===== src/rtl/crw_pkg.sv =====
package crw_pkg;
    localparam int SEL_W = 5;

    localparam logic [SEL_W-1:0] SEL_CR0    = 5'd0;
    localparam logic [SEL_W-1:0] SEL_CR3    = 5'd1;
    localparam logic [SEL_W-1:0] SEL_CR4    = 5'd2;
    localparam logic [SEL_W-1:0] SEL_CSATTR = 5'd3;
    localparam logic [SEL_W-1:0] SEL_SSATTR = 5'd4;
    localparam logic [SEL_W-1:0] SEL_TSC    = 5'd5;
    localparam logic [SEL_W-1:0] SEL_SEG0   = 5'd8;

    localparam int NSEG   = 8;   // segment base slots starting at SEL_SEG0
    localparam int NGATED = 4;   // first slots are ignored in 64-bit mode

    localparam int CR0_PG_BIT   = 31;
    localparam int CR0_ET_BIT   = 4;
    localparam int CR4_PSE_BIT  = 4;
    localparam int CR4_PAE_BIT  = 5;
    localparam int CR4_PGE_BIT  = 7;
    localparam int CSA_LONG_BIT = 5;
endpackage


===== src/rtl/crw_cr_eval.sv =====
module crw_cr_eval
    import crw_pkg::*;
#(
    parameter int XLEN = 64
) (
    input  logic             wr_valid,
    input  logic [SEL_W-1:0] wr_sel,
    input  logic [XLEN-1:0]  wr_data,
    input  logic [XLEN-1:0]  cur_cr0,
    input  logic [XLEN-1:0]  cur_cr4,
    input  logic             efer_lme,
    input  logic             efer_lma,
    output logic [XLEN-1:0]  store_val,
    output logic             lma_next,
    output logic             flush_all,
    output logic             flush_ng
);
    localparam logic [XLEN-1:0] PG_MASK = XLEN'(1) << CR0_PG_BIT;
    localparam logic [XLEN-1:0] ET_MASK = XLEN'(1) << CR0_ET_BIT;
    localparam logic [XLEN-1:0] CR4_FLUSH_MASK = (XLEN'(1) << CR4_PSE_BIT)
                                               | (XLEN'(1) << CR4_PAE_BIT)
                                               | (XLEN'(1) << CR4_PGE_BIT);

    logic cr0_wr, cr3_wr, cr4_wr;
    logic pg_flip, pg_new, cr4_flip;

    always_comb begin
        cr0_wr   = wr_valid && (wr_sel == SEL_CR0);
        cr3_wr   = wr_valid && (wr_sel == SEL_CR3);
        cr4_wr   = wr_valid && (wr_sel == SEL_CR4);
        pg_flip  = ((cur_cr0 ^ wr_data) & PG_MASK) != '0;
        pg_new   = (wr_data & PG_MASK) != '0;
        cr4_flip = ((cur_cr4 ^ wr_data) & CR4_FLUSH_MASK) != '0;

        store_val = cr0_wr ? (wr_data | ET_MASK) : wr_data;
        lma_next  = (cr0_wr && pg_flip && efer_lme) ? pg_new : efer_lma;
        flush_all = (cr0_wr && pg_flip) || (cr4_wr && cr4_flip);
        flush_ng  = cr3_wr;
    end
endmodule


===== src/rtl/crw_seg_bases.sv =====
module crw_seg_bases
    import crw_pkg::*;
#(
    parameter int XLEN      = 64,
    parameter int SEG_COUNT = NSEG,
    parameter int GATED     = NGATED
) (
    input  logic                           clk,
    input  logic                           rst_n,
    input  logic                           wr_valid,
    input  logic [SEL_W-1:0]               wr_sel,
    input  logic [XLEN-1:0]                wr_data,
    input  logic                           efer_lma,
    input  logic                           cs_long,
    output logic [SEG_COUNT-1:0][XLEN-1:0] eff_base
);
    typedef struct packed {
        logic [SEG_COUNT-1:0][XLEN-1:0] base;
        logic [SEG_COUNT-1:0][XLEN-1:0] eff;
    } seg_st_t;

    seg_st_t st_d, st_q;
    logic    in_64bit, long_new, long_flip;

    always_comb begin
        st_d      = st_q;
        in_64bit  = efer_lma && cs_long;
        long_new  = wr_data[CSA_LONG_BIT];
        long_flip = wr_valid && (wr_sel == SEL_CSATTR) && (long_new != cs_long);

        if (long_flip) begin
            for (int i = 0; i < GATED; i++) begin
                st_d.eff[i] = long_new ? '0 : st_q.base[i];
            end
        end

        for (int i = 0; i < SEG_COUNT; i++) begin
            if (wr_valid && (wr_sel == SEL_SEG0 + SEL_W'(i))) begin
                st_d.base[i] = wr_data;
                if ((i >= GATED) || !in_64bit) begin
                    st_d.eff[i] = wr_data;
                end
            end
        end
    end

    always_ff @(posedge clk or negedge rst_n) begin
        if (!rst_n) st_q <= '0;
        else        st_q <= st_d;
    end

    assign eff_base = st_q.eff;
endmodule


===== src/rtl/crw_tsc.sv =====
module crw_tsc
    import crw_pkg::*;
#(
    parameter int XLEN = 64
) (
    input  logic             clk,
    input  logic             rst_n,
    input  logic             wr_valid,
    input  logic [SEL_W-1:0] wr_sel,
    input  logic [XLEN-1:0]  wr_data,
    output logic [XLEN-1:0]  tsc_val
);
    typedef struct packed {
        logic [XLEN-1:0] cyc;
        logic [XLEN-1:0] off;
    } tsc_st_t;

    tsc_st_t st_d, st_q;

    always_comb begin
        st_d     = st_q;
        st_d.cyc = st_q.cyc + XLEN'(1);
        if (wr_valid && (wr_sel == SEL_TSC)) begin
            st_d.off = wr_data - st_q.cyc;
        end
    end

    always_ff @(posedge clk or negedge rst_n) begin
        if (!rst_n) st_q <= '0;
        else        st_q <= st_d;
    end

    assign tsc_val = st_q.off + st_q.cyc;
endmodule


===== src/rtl/crw_side_effects.sv =====
module crw_side_effects
    import crw_pkg::*;
#(
    parameter int XLEN = 64
) (
    input  logic                      clk,
    input  logic                      rst_n,
    input  logic                      wr_valid,
    input  logic [SEL_W-1:0]          wr_sel,
    input  logic [XLEN-1:0]           wr_data,
    input  logic [XLEN-1:0]           cur_cr0,
    input  logic [XLEN-1:0]           cur_cr4,
    input  logic                      cur_efer_lme,
    input  logic                      cur_efer_lma,
    input  logic                      cur_cs_long,
    output logic [XLEN-1:0]           store_val,
    output logic                      lma_next,
    output logic                      itlb_flush_all,
    output logic                      dtlb_flush_all,
    output logic                      itlb_flush_ng,
    output logic                      dtlb_flush_ng,
    output logic [NSEG-1:0][XLEN-1:0] eff_base,
    output logic [XLEN-1:0]           tsc_val,
    output logic                      mode_stb
);
    typedef struct packed {
        logic mode_stb;
    } top_st_t;

    top_st_t st_d, st_q;
    logic    flush_all, flush_ng;

    crw_cr_eval #(.XLEN(XLEN)) u_cr (
        .wr_valid  (wr_valid),
        .wr_sel    (wr_sel),
        .wr_data   (wr_data),
        .cur_cr0   (cur_cr0),
        .cur_cr4   (cur_cr4),
        .efer_lme  (cur_efer_lme),
        .efer_lma  (cur_efer_lma),
        .store_val (store_val),
        .lma_next  (lma_next),
        .flush_all (flush_all),
        .flush_ng  (flush_ng)
    );

    crw_seg_bases #(.XLEN(XLEN), .SEG_COUNT(NSEG), .GATED(NGATED)) u_seg (
        .clk      (clk),
        .rst_n    (rst_n),
        .wr_valid (wr_valid),
        .wr_sel   (wr_sel),
        .wr_data  (wr_data),
        .efer_lma (cur_efer_lma),
        .cs_long  (cur_cs_long),
        .eff_base (eff_base)
    );

    crw_tsc #(.XLEN(XLEN)) u_tsc (
        .clk      (clk),
        .rst_n    (rst_n),
        .wr_valid (wr_valid),
        .wr_sel   (wr_sel),
        .wr_data  (wr_data),
        .tsc_val  (tsc_val)
    );

    assign itlb_flush_all = flush_all;
    assign dtlb_flush_all = flush_all;
    assign itlb_flush_ng  = flush_ng;
    assign dtlb_flush_ng  = flush_ng;

    always_comb begin
        st_d.mode_stb = wr_valid && ((wr_sel == SEL_CR0) || (wr_sel == SEL_CSATTR)
                                  || (wr_sel == SEL_SSATTR));
    end

    always_ff @(posedge clk or negedge rst_n) begin
        if (!rst_n) st_q <= '0;
        else        st_q <= st_d;
    end

    assign mode_stb = st_q.mode_stb;
endmodule


===== config.mk =====
export PLATFORM = sky130hd
export DESIGN_NAME = crw_side_effects
export DESIGN_NICKNAME = d
export VERILOG_FILES = /design/src/rtl/crw_pkg.sv /design/src/rtl/crw_cr_eval.sv /design/src/rtl/crw_seg_bases.sv /design/src/rtl/crw_tsc.sv /design/src/rtl/crw_side_effects.sv
export SDC_FILE = /design/constraint.sdc
export NUM_CORES = 2
export LEC_CHECK = 0
export BUFFER_PORTS_ARGS = -buffer_cell sky130_fd_sc_hd__buf_2
export CAP_MARGIN = 20
export CORE_UTILIZATION = 45
export DETAILED_ROUTE_END_ITERATION = 10
export MAX_ROUTING_LAYER = met4
export PLACE_DENSITY = 0.77
export SLEW_MARGIN = 20
export SYNTH_ARGS = -nofsm -noshare
export SYNTH_HDL_FRONTEND = slang
export SYNTH_HIERARCHICAL = 1
export SYNTH_SLANG_ARGS = --single-unit

===== constraint.sdc =====
create_clock -name clk -period 4.3 [get_ports clk]
set_input_delay 0.215 -clock clk [delete_from_list [all_inputs] [get_ports clk]]
set_output_delay 0.215 -clock clk [all_outputs]
set_load 0.05 [all_outputs]

==> results.cfg <==
[cts]
cts_made_buffers = 96
cts_root_buf = clkbuf_16
cts_tree = built
clk_latency_ns = 0.72
clk_pin_slew_worst_paths_ns = 0.06
cts.sinks = 897
cts-htree-levels = 3
clockBufferDepth = 3

[synthesis]
synth_seq_cells = 897
synth-compound-area-share = 0.128
yosys.area_share.simple = 0.139
ys_types = 84
synthAdderAreaFrac = 0.0308
async_reset_ff_frac = 1.00
netlist_area_sq_mm = 0.0529
yosysWarningCount = 6
seq_area_frac_synth = 0.425
muxShareOfSynthArea = 0.118
ys.flop_type = dfrtp_1
synth_xor_area_frac = 0.0308
synthesis.nets = 5531
syn_avg_cell_area_sq_um = 10.2
syn_inst = 5199
synth_top_family_by_area = simple AND/OR/NAND/NOR gates
synth-edff-count = 0

[global_routing]
grt_pass1_vias = 40200
antenna_found_initial = 20
grt_max_degree = 164
grt-ovfl-total = 0
grt_first_pass_wirelength_um = 255000
grtUsageTotal = 0.289

[setup_path]
cp-start-kind = flip-flop
crit_path_max_incr_delay_ns = 0.43
cp.required_ns = 4.09
critical_path_peak_fanout = 5
crit_slowest_cell = dfrtp_1
critPathArrivalTime_ns = 4.00
end_kind = output pin
crit_chain = ha_4 -> nand3_1 -> or3_1 -> a211oi_2 -> nor3_2 -> o21ba_2 -> o31a_1 -> buf_4 -> o31a_1 -> xnor2_1 -> buf_2
crit_path_frequent_cell = o31a_1
worstSetupPathType = flip-flop to output pin

[outcome]
outcome = completed

[placed_design]
dp_hpwl_um = 113000
dpl.cell_count = 6486
dp_slack_ns = 0.224
gp_congestion = 0.930
portBuffers = 724

[final_layout]
area_delta_synth_final_pct = 8.22
final_util = 0.492
stdcell_count = 6697
finalNetCount = 5416
drive_gt1_frac = 0.314
layout_common_cells = dfrtp_1, buf_2, mux2_2
final_common_cell = dfrtp_1

[floorplanning]
die_h_um = 345
initial_utilization = 0.454
num_rows = 125
coreArea_sq_mm = 0.116
die_w_um = 345
dieArea_sq_mm = 0.119
ios = 849

[routing]
totalWireLength_um = 174000
avgRoutedWirePerCell_um = 25.9
drtIter0Drc = 4806
drt_first_pass_iters = 6
viasPerCell = 6.22
drc = 0
ant_nets = 0
num_vias = 41700

[timing]
setup_tns_ns = 0
slew_violations = 0
finalSetupViolations = 0
rsz0062_at_grt = true
fin_ws_ns = 0.0885
timing.final.crit_period_ns = 4.21
tightest_slew_ns = 1.15
finClkSkew_ns = 0.0523
fin_crit_sh = 0.979
hold_viol_final = 0
max_slew_margin = 0.235
fmax_mhz = 237

[power]
p_leak_nw = 25.8
p_per_area_mw_per_mm2 = 533
max-vdd-ir-drop_v = 0.000450

[min_path]
hold_path.class = input port to flip-flop

[flow_run]
maxCapViolations = 0
## metal layers
layer	vias up	wire length [um]	track usage
met2	2430	74900	0.406
met1	20700	72500	0.388
met3	392	19300	0.0816
met5	-	0	-
li1	18100	-	-
met4	0	6950	0.122
## power by group
part           total, mW  switching (mW)  internal, mW
Combinational       10.7            7.82          2.89
Sequential          11.1           0.991          10.2
Clock               8.64            3.71          4.93
Total               30.5            12.5          18.0
## worst max-delay path: cells and delay by family, from the launching register on
kind	cells	cell delay, ns
compound gates	4	1.12
xor+xnor	1	0.27
fa+ha+maj	1	0.32
buf+inv	2	0.51
flops	1	0.43
simple gates	3	0.63
## per-stage QoR
stage / power [mW] / cell area [sq um] / hold slack (ns)
2_1_floorplan: 20.5 / 52900 / -0.0806
3_3_place_gp: 21.5 / 53300 / 0.344
3_5_place_dp: 21.8 / 53300 / 0.354
4_1_cts: 30.5 / 56900 / 0.0107
5_1_grt: 31.6 / 57200 / 0.0712
6_report: 30.5 / 57200 / 0.0623
## cell families (layout without fill, tap and decap cells)
logic type / count (synthesis) / count (layout)
adder cells (fa/ha/maj): 129 / 129
buffers and inverters: 1173 / 1136
AO/OA/AOI/OAI: 1026 / 1026
other: 0 / 11
flip-flops: 897 / 897
AND/OR/NAND/NOR: 1273 / 1273
multiplexers: 515 / 515
XOR/XNOR: 186 / 186
## flip-flops by register name, summed over array words and instances (netlist names)
signal	cells
mode_stb	1
u_seg/st_q	256
u_seg/eff_base	512
u_tsc/st_q	128
## repair_timing
| item | in CTS | in global routing |
|---|---|---|
| setup buffers | 7 | 14 |
| endpoints found under the hold margin | 80 | 0 |
| pin swaps | 14 | 24 |
| gates resized for setup | 55 | 30 |
| setup endpoints to repair | 27 | 21 |
| hold buffers | 4 | 0 |
## worst paths after layout
kind	start	end	cells past startpoint	slack, ns
worst max-delay path	u_tsc/st_q[73]	tsc_val[37]	11	0.09
worst max register to register	u_tsc/st_q[64]	u_tsc/st_q[60]	16	0.46
max in group asynchronous	rst_n	u_seg/st_q[518]	3	2.89
worst min register to register	u_tsc/st_q[46]	u_tsc/st_q[46]	2	0.49
worst min-delay path	wr_sel[4]	mode_stb	3	0.06
min in group asynchronous	rst_n	u_seg/eff_base[384]	2	0.15
## Yosys cell counts, drive strengths merged, types with 5 or more instances
library cell,instances,area [sq um]
dfrtp,897,22400
buf,658,4830
mux2,513,6230
clkbuf,413,1550
nand4,296,1870
a31oi,274,1710
nor2b,271,1700
o31ai,266,2000
nor4,261,1650
nand2,188,708
a21oi,150,769
xnor2,134,1170
ha,127,1590
o21ai,127,636
inv,102,383
a21o,81,609
nor2,73,277
xor2,52,455
nand3,48,240
nor3,39,221
o21bai,27,203
and3,21,131
o21a,19,143
a211oi,12,90.1
and2,12,75.1
or2,12,77.6
nand2b,10,62.6
or3,10,62.6
a221o,7,70.1
o211ai,7,52.6
a21boi,6,45.0
and4,6,52.6
nor3b,6,45.0
o31a,6,52.6
a2111oi,5,52.6
o22ai,5,31.3
## area by class of cell
cell class | instances | area (sq um)
multi-input combinational | 3129 | 24200
inverter | 102 | 383
sequential | 897 | 22500
antenna | 11 | 27.5
timing repair buffer | 858 | 4960
tap | 1524 | 1910
clock buffer | 140 | 2800
clock inverter | 36 | 513
fill | 10400 | 59200
Power figures use the tool's default switching activity.
